**src/rtl/wdog_pkg.sv**
```systemverilog
// Package: shared constants for the interlocked watchdog.
// Assumes an 8-bit SFR address space; addresses and bit positions are
// software-visible and must not move.
package wdog_pkg;
    localparam logic [7:0] ADDR_ARM_REG  = 8'hA8;
    localparam logic [7:0] ADDR_KICK_REG = 8'hB8;
    localparam int         FLAG_BIT      = 6;
    localparam int         FLAG_HOLD     = 12;
    localparam int         NUM_FLAGS     = 2;
    localparam int         IDX_ARM       = 0;
    localparam int         IDX_KICK      = 1;
endpackage

```
**src/rtl/wdog_selfclr_flag.sv**
```systemverilog
// Module: a flag bit that a write sets and that hardware clears HOLD clocks
// after the most recent set. Writes of 0 are not seen here (ignored).
// Assumes set_i is a one-cycle strobe from the SFR decoder.
module wdog_selfclr_flag #(
    parameter int HOLD = 12
) (
    input  logic clk,
    input  logic rst_n,
    input  logic set_i,
    output logic flag_o
);
    localparam int CW = $clog2(HOLD + 1);
    localparam logic [CW-1:0] RELOAD = CW'(HOLD - 1);

    logic [CW-1:0] left_q;

    // Set/restart the hold window, count it down, drop the flag at the end.
    always_ff @(posedge clk) begin
        if (!rst_n) begin
            flag_o <= 1'b0;
            left_q <= '0;
        end else if (set_i) begin
            flag_o <= 1'b1;
            left_q <= RELOAD;
        end else if (flag_o) begin
            if (left_q == '0) flag_o <= 1'b0;
            else              left_q <= left_q - 1'b1;
        end
    end

    // Independent age counter used only to bound the flag lifetime.
    logic [CW:0] age_q;
    always_ff @(posedge clk) begin
        if (!rst_n)      age_q <= '0;
        else if (set_i)  age_q <= '0;
        else if (flag_o) age_q <= age_q + 1'b1;
    end

    // a flag never outlives its hold window.
    assert_flag_hold_R3: assert property (@(posedge clk) disable iff (!rst_n)
        flag_o |-> (age_q < (CW+1)'(HOLD)));
    // a set is always visible on the next cycle.
    assert_flag_set_R4: assert property (@(posedge clk) disable iff (!rst_n)
        set_i |=> flag_o);
endmodule

```
**src/rtl/wdog_seq_detect.sv**
```systemverilog
// Module: start/refresh interlock. It arms when an SFR write sets the arm
// flag. Any other write disarms it, and so does the arm flag timing out.
// A kick while idle starts the watchdog; a kick while running reloads it
// only when armed.
// Assumes the wr_* strobes last one cycle and are qualified by sfr_we.
module wdog_seq_detect (
    input  logic clk,
    input  logic rst_n,
    input  logic wr_any_i,
    input  logic wr_arm_i,
    input  logic wr_kick_i,
    input  logic arm_flag_i,
    input  logic running_i,
    output logic start_o,
    output logic refresh_o
);
    logic armed_q;

    // Track whether the most recent SFR write was an arm-flag set.
    always_ff @(posedge clk) begin
        if (!rst_n)           armed_q <= 1'b0;
        else if (wr_any_i)    armed_q <= wr_arm_i;
        else if (!arm_flag_i) armed_q <= 1'b0;
    end

    // Decode the kick write into a start or an accepted refresh.
    always_comb begin
        start_o   = wr_kick_i && !running_i;
        refresh_o = wr_kick_i && running_i && armed_q;
    end

    // a refresh is never granted while disarmed.
    assert_no_lone_refresh_R7: assert property (@(posedge clk) disable iff (!rst_n)
        (wr_kick_i && running_i && !armed_q) |-> !refresh_o);
    // a write that does not set the arm flag leaves the detector disarmed.
    assert_cancel_R8: assert property (@(posedge clk) disable iff (!rst_n)
        (wr_any_i && !wr_arm_i) |=> !armed_q);
endmodule

```
**src/rtl/wdog_countdown.sv**
```systemverilog
// Module: 16-bit style down-counter. A load (re)starts it; at zero it
// pulses the reset request and stops until the next load.
// Assumes load_i is a one-cycle strobe; running can only be cleared by expiry
// or reset.
module wdog_countdown #(
    parameter int          W    = 16,
    parameter logic [W-1:0] LOAD = 16'd300
) (
    input  logic clk,
    input  logic rst_n,
    input  logic load_i,
    output logic running_o,
    output logic expire_o
);
    logic [W-1:0] cnt_q;

    // Reload, count down, and raise the one-cycle expiry at zero.
    always_ff @(posedge clk) begin
        if (!rst_n) begin
            cnt_q     <= '0;
            running_o <= 1'b0;
            expire_o  <= 1'b0;
        end else begin
            expire_o <= 1'b0;
            if (load_i) begin
                cnt_q     <= LOAD;
                running_o <= 1'b1;
            end else if (running_o) begin
                if (cnt_q == '0) begin
                    running_o <= 1'b0;
                    expire_o  <= 1'b1;
                end else begin
                    cnt_q <= cnt_q - 1'b1;
                end
            end
        end
    end

    // the reset request is a single-cycle pulse.
    assert_single_pulse_R9: assert property (@(posedge clk) disable iff (!rst_n)
        expire_o |=> !expire_o);
    // running only ever drops together with an expiry.
    assert_stop_on_expiry_R10: assert property (@(posedge clk) disable iff (!rst_n)
        $fell(running_o) |-> expire_o);
    // a load always leaves the counter running.
    assert_load_runs_R5: assert property (@(posedge clk) disable iff (!rst_n)
        load_i |=> running_o);
endmodule

```
**src/rtl/wdog_sfr_ctrl.sv**
```systemverilog
// Module: top of the interlocked watchdog. It decodes SFR writes to the two
// control registers, stores the interrupt enables, and instantiates the two
// self-clearing flags, the sequence detector and the countdown.
// Assumes one write per sfr_we cycle. Reads are combinational on sfr_addr.
module wdog_sfr_ctrl #(
    parameter int           CNT_W = 16,
    parameter logic [CNT_W-1:0] LOAD = 16'd300
) (
    input  logic       clk,
    input  logic       rst_n,
    input  logic [7:0] sfr_addr,
    input  logic [7:0] sfr_wdata,
    input  logic       sfr_we,
    output logic [7:0] sfr_rdata,
    output logic       irq_all_en,
    output logic [4:0] irq_en_lo,
    output logic [4:0] irq_en_ext,
    output logic       wd_running,
    output logic       wd_reset_req
);
    import wdog_pkg::*;

    logic                 hit_arm, hit_kick;
    logic [NUM_FLAGS-1:0] flag_set, flag_q;
    logic                 start_p, refresh_p;
    logic                 all_en_q;
    logic [4:0]           en_lo_q, en_ext_q;

    // Decode which control register a write targets, and the flag sets.
    always_comb begin
        hit_arm            = sfr_we && (sfr_addr == ADDR_ARM_REG);
        hit_kick           = sfr_we && (sfr_addr == ADDR_KICK_REG);
        flag_set[IDX_ARM]  = hit_arm  && sfr_wdata[FLAG_BIT];
        flag_set[IDX_KICK] = hit_kick && sfr_wdata[FLAG_BIT];
    end

    // Store the interrupt enable fields of both registers.
    always_ff @(posedge clk) begin
        if (!rst_n) begin
            all_en_q <= 1'b0;
            en_lo_q  <= '0;
            en_ext_q <= '0;
        end else begin
            if (hit_arm) begin
                all_en_q <= sfr_wdata[7];
                en_lo_q  <= sfr_wdata[4:0];
            end
            if (hit_kick) en_ext_q <= sfr_wdata[5:1];
        end
    end

    // One self-clearing flag per control register.
    for (genvar g = 0; g < NUM_FLAGS; g++) begin : g_flag
        wdog_selfclr_flag #(.HOLD(FLAG_HOLD)) u_flag (
            .clk    (clk),
            .rst_n  (rst_n),
            .set_i  (flag_set[g]),
            .flag_o (flag_q[g])
        );
    end

    wdog_seq_detect u_seq (
        .clk        (clk),
        .rst_n      (rst_n),
        .wr_any_i   (sfr_we),
        .wr_arm_i   (flag_set[IDX_ARM]),
        .wr_kick_i  (flag_set[IDX_KICK]),
        .arm_flag_i (flag_q[IDX_ARM]),
        .running_i  (wd_running),
        .start_o    (start_p),
        .refresh_o  (refresh_p)
    );

    wdog_countdown #(.W(CNT_W), .LOAD(LOAD)) u_cnt (
        .clk       (clk),
        .rst_n     (rst_n),
        .load_i    (start_p || refresh_p),
        .running_o (wd_running),
        .expire_o  (wd_reset_req)
    );

    // Drive the enable outputs and the read-data multiplexer.
    always_comb begin
        irq_all_en = all_en_q;
        irq_en_lo  = en_lo_q;
        irq_en_ext = en_ext_q;
        unique case (sfr_addr)
            ADDR_ARM_REG:  sfr_rdata = {all_en_q, flag_q[IDX_ARM], 1'b0, en_lo_q};
            ADDR_KICK_REG: sfr_rdata = {1'b0, flag_q[IDX_KICK], en_ext_q, 1'b0};
            default:       sfr_rdata = 8'h00;
        endcase
    end

    // enable outputs follow a register write on the next cycle.
    assert_enable_store_R2: assert property (@(posedge clk) disable iff (!rst_n)
        hit_kick |=> (irq_en_ext == $past(sfr_wdata[5:1])));
    // an accepted refresh keeps the watchdog running on the next cycle.
    assert_refresh_keeps_R6: assert property (@(posedge clk) disable iff (!rst_n)
        refresh_p |=> (wd_running && !wd_reset_req));
endmodule

```
**config.mk**
```make
export PLATFORM = sky130hd
export DESIGN_NAME = wdog_sfr_ctrl
export DESIGN_NICKNAME = d
export VERILOG_FILES = /design/src/rtl/wdog_pkg.sv /design/src/rtl/wdog_selfclr_flag.sv /design/src/rtl/wdog_seq_detect.sv /design/src/rtl/wdog_countdown.sv /design/src/rtl/wdog_sfr_ctrl.sv
export SDC_FILE = /design/constraint.sdc
export NUM_CORES = 1
export LEC_CHECK = 0
export ABC_AREA = 1
export BUFFER_PORTS_ARGS = -buffer_cell sky130_fd_sc_hd__buf_4
export CAP_MARGIN = 0
export CORE_ASPECT_RATIO = 1.1
export CORE_UTILIZATION = 55
export CTS_CLUSTER_SIZE = 14
export DETAILED_ROUTE_END_ITERATION = 10
export PLACE_DENSITY_LB_ADDON = 0.12
export REMOVE_ABC_BUFFERS = 1
export SLEW_MARGIN = 10
export SYNTH_ARGS = -nofsm -noshare
export SYNTH_HDL_FRONTEND = slang
export SYNTH_SLANG_ARGS = --single-unit
```
**constraint.sdc**
```tcl
create_clock -name clk -period 1.7 [get_ports clk]
set_input_delay 0.255 -clock clk [delete_from_list [all_inputs] [get_ports clk]]
set_output_delay 0.255 -clock clk [all_outputs]
set_load 0.01 [all_outputs]
```
==> flow_summary.json <==
{
  "status": "finished, final reports clean",
  "ir_drop_v": 0.0005312,
  "p_per_area_nw_per_um2": 625.5,
  "cp-end-kind": "primary output",
  "final_common_cell": "nand2_1",
  "globalRouteOverflowTotal": 0,
  "fmax_ghz": 0.6505,
  "setup_violations": 0,
  "layout.cells.non_filler": 415,
  "grt.total_usage": 0.2486,
  "cts-root-buf": "clkbuf_8",
  "worstSetupStartpointType": "input pin",
  "max_cap_viol_count": 0,
  "grt_pass1_wl_mm": 8.383,
  "hold_buffers": 0,
  "fp.dieArea_um2": 4313,
  "ios": 40,
  "layout_min_cycle_time_ps": 1537,
  "max_stage_delay_ps": 180,
  "drt_wl_total_mm": 4.769,
  "port_buffers": 39,
  "path_max_fanout": 5,
  "syn_inst": 320,
  "cts_buffers": 5,
  "initial_core_util": 0.5914,
  "syn2layout_area_growth_pct": 19.53,
  "r2r_cells": 9,
  "r2r_slack_ps": 180,
  "antenna_found_initial": 0,
  "place_congestion": 0.8382,
  "htree_levels": 2,
  "cts.path.max_buffers": 2,
  "antenna_cells": 0,
  "critPathKind": "in -> out",
  "min_path_type": "in -> reg",
  "via_per_inst": 5.157,
  "period_share": 0.9043,
  "detail-route-antenna-nets": 0,
  "num_rows": 23,
  "drt_iter0_markers": 100,
  "firstDrtPassIters": 4,
  "post-route-util": 0.7069,
  "final_cell_mix": "nand2_1 (76), inv_1 (45), buf_4 (44)",
  "worst_ep_arrival_time_ps": 1280,
  "synth.lib_cells_used.distinct": 31,
  "grt_max_degree": 20,
  "avgSynthCellArea_um2": 6.968,
  "cts_sinks": 40,
  "rsz0062_at_grt": "false",
  "fillers": 338,
  "num_vias": 2140,
  "r2r-end": "u_cnt.cnt_q[14]",
  "r2r-start": "u_cnt.cnt_q[0]",
  "wl_per_cell_um": 11.49,
  "placedCellCount": 407,
  "die_h_um": 68.78,
  "place_hpwl_mm": 3.659,
  "die_w_um": 62.71,
  "critical_path.endpoint": "sfr_rdata[2]",
  "ys_ff_latch": 40,
  "worst-slew-pin-transition_ps": 376.6,
  "holdWs_ps": 250.0,
  "power.leakage_nw": 1.199,
  "post_cts_buffers": 0,
  "slew_headroom": 0.7482,
  "hold_viol": 0,
  "path_cells": "buf_4 > nor2_1 > nand3_1 > nor2_4 > inv_1 > o22ai_1 > buf_4",
  "clkTransAtPathRegs_ps": 70,
  "drc_errors": 0,
  "final_nets": 389,
  "crit_start": "sfr_addr[1]",
  "clkLatencyLatePin_ps": 290,
  "fin_worst_skew_ps": 8.299,
  "ys_warn_count": 0,
  "drive_above_1_share": 0.2247,
  "grt_pass1_vias": 1970,
  "cts_tree": "done",
  "drv_slew": 0,
  "syn_area_um2": 2230,
  "critPathRequiredTime_ps": 1440,
  "fin_setup_tns_ps": 0,
  "slowest_stage": "nor2_4",
  "cp_common_cell": "buf_4",
  "ys_seq_area_frac": 0.3591,
  "core-area_um2": 3770
}
[worst min-delay path by stage]
stage	startpoint	endpoint	slack (ps)	cells past startpoint
4_1_cts	sfr_wdata[3]	irq_en_ext[2]	240	3
3_5_place_dp	irq_en_lo[1]	irq_en_lo[1]	460	2
2_1_floorplan	rst_n	u_cnt.cnt_q[2]	350	2
6_report	sfr_wdata[3]	irq_en_ext[2]	250	3
3_3_place_gp	u_seq.armed_q	u_seq.armed_q	460	2
5_1_grt	sfr_wdata[2]	irq_en_lo[2]	270	3
[power breakdown]
part           total (mW)  switching, mW  internal [mW]
clock               0.649          0.318          0.331
sequential          0.938       0.000592          0.937
combinational      0.0805         0.0441         0.0365
[layer usage]
layer  global-route usage  routed length [um]  up-vias
met5                    0                   0        -
met3              0.05428                 216        6
met4              0.07849                  68        0
met2               0.4606                2336       48
li1                     -                   -     1120
met1               0.2892                2148      966
[worst max-delay path, delay by kind of cell]
| kind | cells | cell delay [ps] |
|---|---|---|
| AOI/OAI and AO/OA | 1 | 180 |
| buffers and inverters | 3 | 390 |
| and+or+nand+nor | 3 | 470 |
[area by class of cell]
type,count,area (um^2),area share
inverter,47,176.4,0.06620
sequential,40,800.8,0.3005
timing repair buffer,44,330.3,0.1239
tap,50,62.56,0.02347
multi-input combinational,226,1205,0.4521
clock buffer,8,90.09,0.03380
[cells by family after synthesis]
family | synth area share
xor+xnor | 0.01179
buf+inv | 0.1038
fa+ha+maj | 0.03367
compound gates | 0.1397
flops | 0.3591
simple gates | 0.3519
[stage by stage]
step | total power, mW | setup slack (ps) | cell area (um^2)
detailed placement | 1.039 | 132.3 | 2567
finish | 1.667 | 162.6 | 2665
CTS | 1.679 | 131.1 | 2658
global route | 1.720 | 33.66 | 2665
global placement | 1.038 | 180.0 | 2567
floorplan | 0.9880 | 229.7 | 2175
[flip-flops by register name, summed over array words and instances (netlist names)]
name                  count
u_cnt.cnt_q              16
g_flag.u_flag.left_q      8
irq_en_ext                5
irq_en_lo                 5
g_flag.u_flag.flag_o      2
irq_all_en                1
u_cnt.expire_o            1
u_cnt.running_o           1
u_seq.armed_q             1
[synth_stat cells]
cell | count | area (um^2)
clkbuf_1 | 1 | 3.750
buf_6 | 3 | 33.78
inv_2 | 1 | 3.750
a31oi_1 | 2 | 12.51
o21ai_1 | 2 | 10.01
ha_1 | 6 | 75.07
nand2_2 | 3 | 18.77
nand3_1 | 18 | 90.09
dfxtp_1 | 40 | 800.8
nor3_1 | 5 | 25.02
nor3b_1 | 1 | 7.510
o22ai_1 | 4 | 25.02
o21ai_0 | 15 | 75.07
inv_1 | 45 | 168.9
nand4_1 | 8 | 50.05
nand2_4 | 3 | 33.78
a21oi_1 | 22 | 110.1
nor2_2 | 7 | 43.79
nor2_1 | 30 | 112.6
nand4_4 | 1 | 21.27
a21oi_2 | 9 | 78.83
nand3_2 | 1 | 10.01
or2_1 | 1 | 6.260
clkinv_1 | 1 | 3.750
nand2_1 | 77 | 289.0
buf_2 | 2 | 10.01
buf_4 | 1 | 7.510
nand3b_1 | 3 | 22.52
xor2_1 | 3 | 26.28
nor2_4 | 4 | 45.04
or2_4 | 1 | 8.760
[repair_timing]
action | CTS | global route
setup endpoints to repair | 0 | 5
hold endpoints to repair | 0 | 0
resized for setup | 0 | 2
No activity file was read; power rests on OpenSTA's default activity.
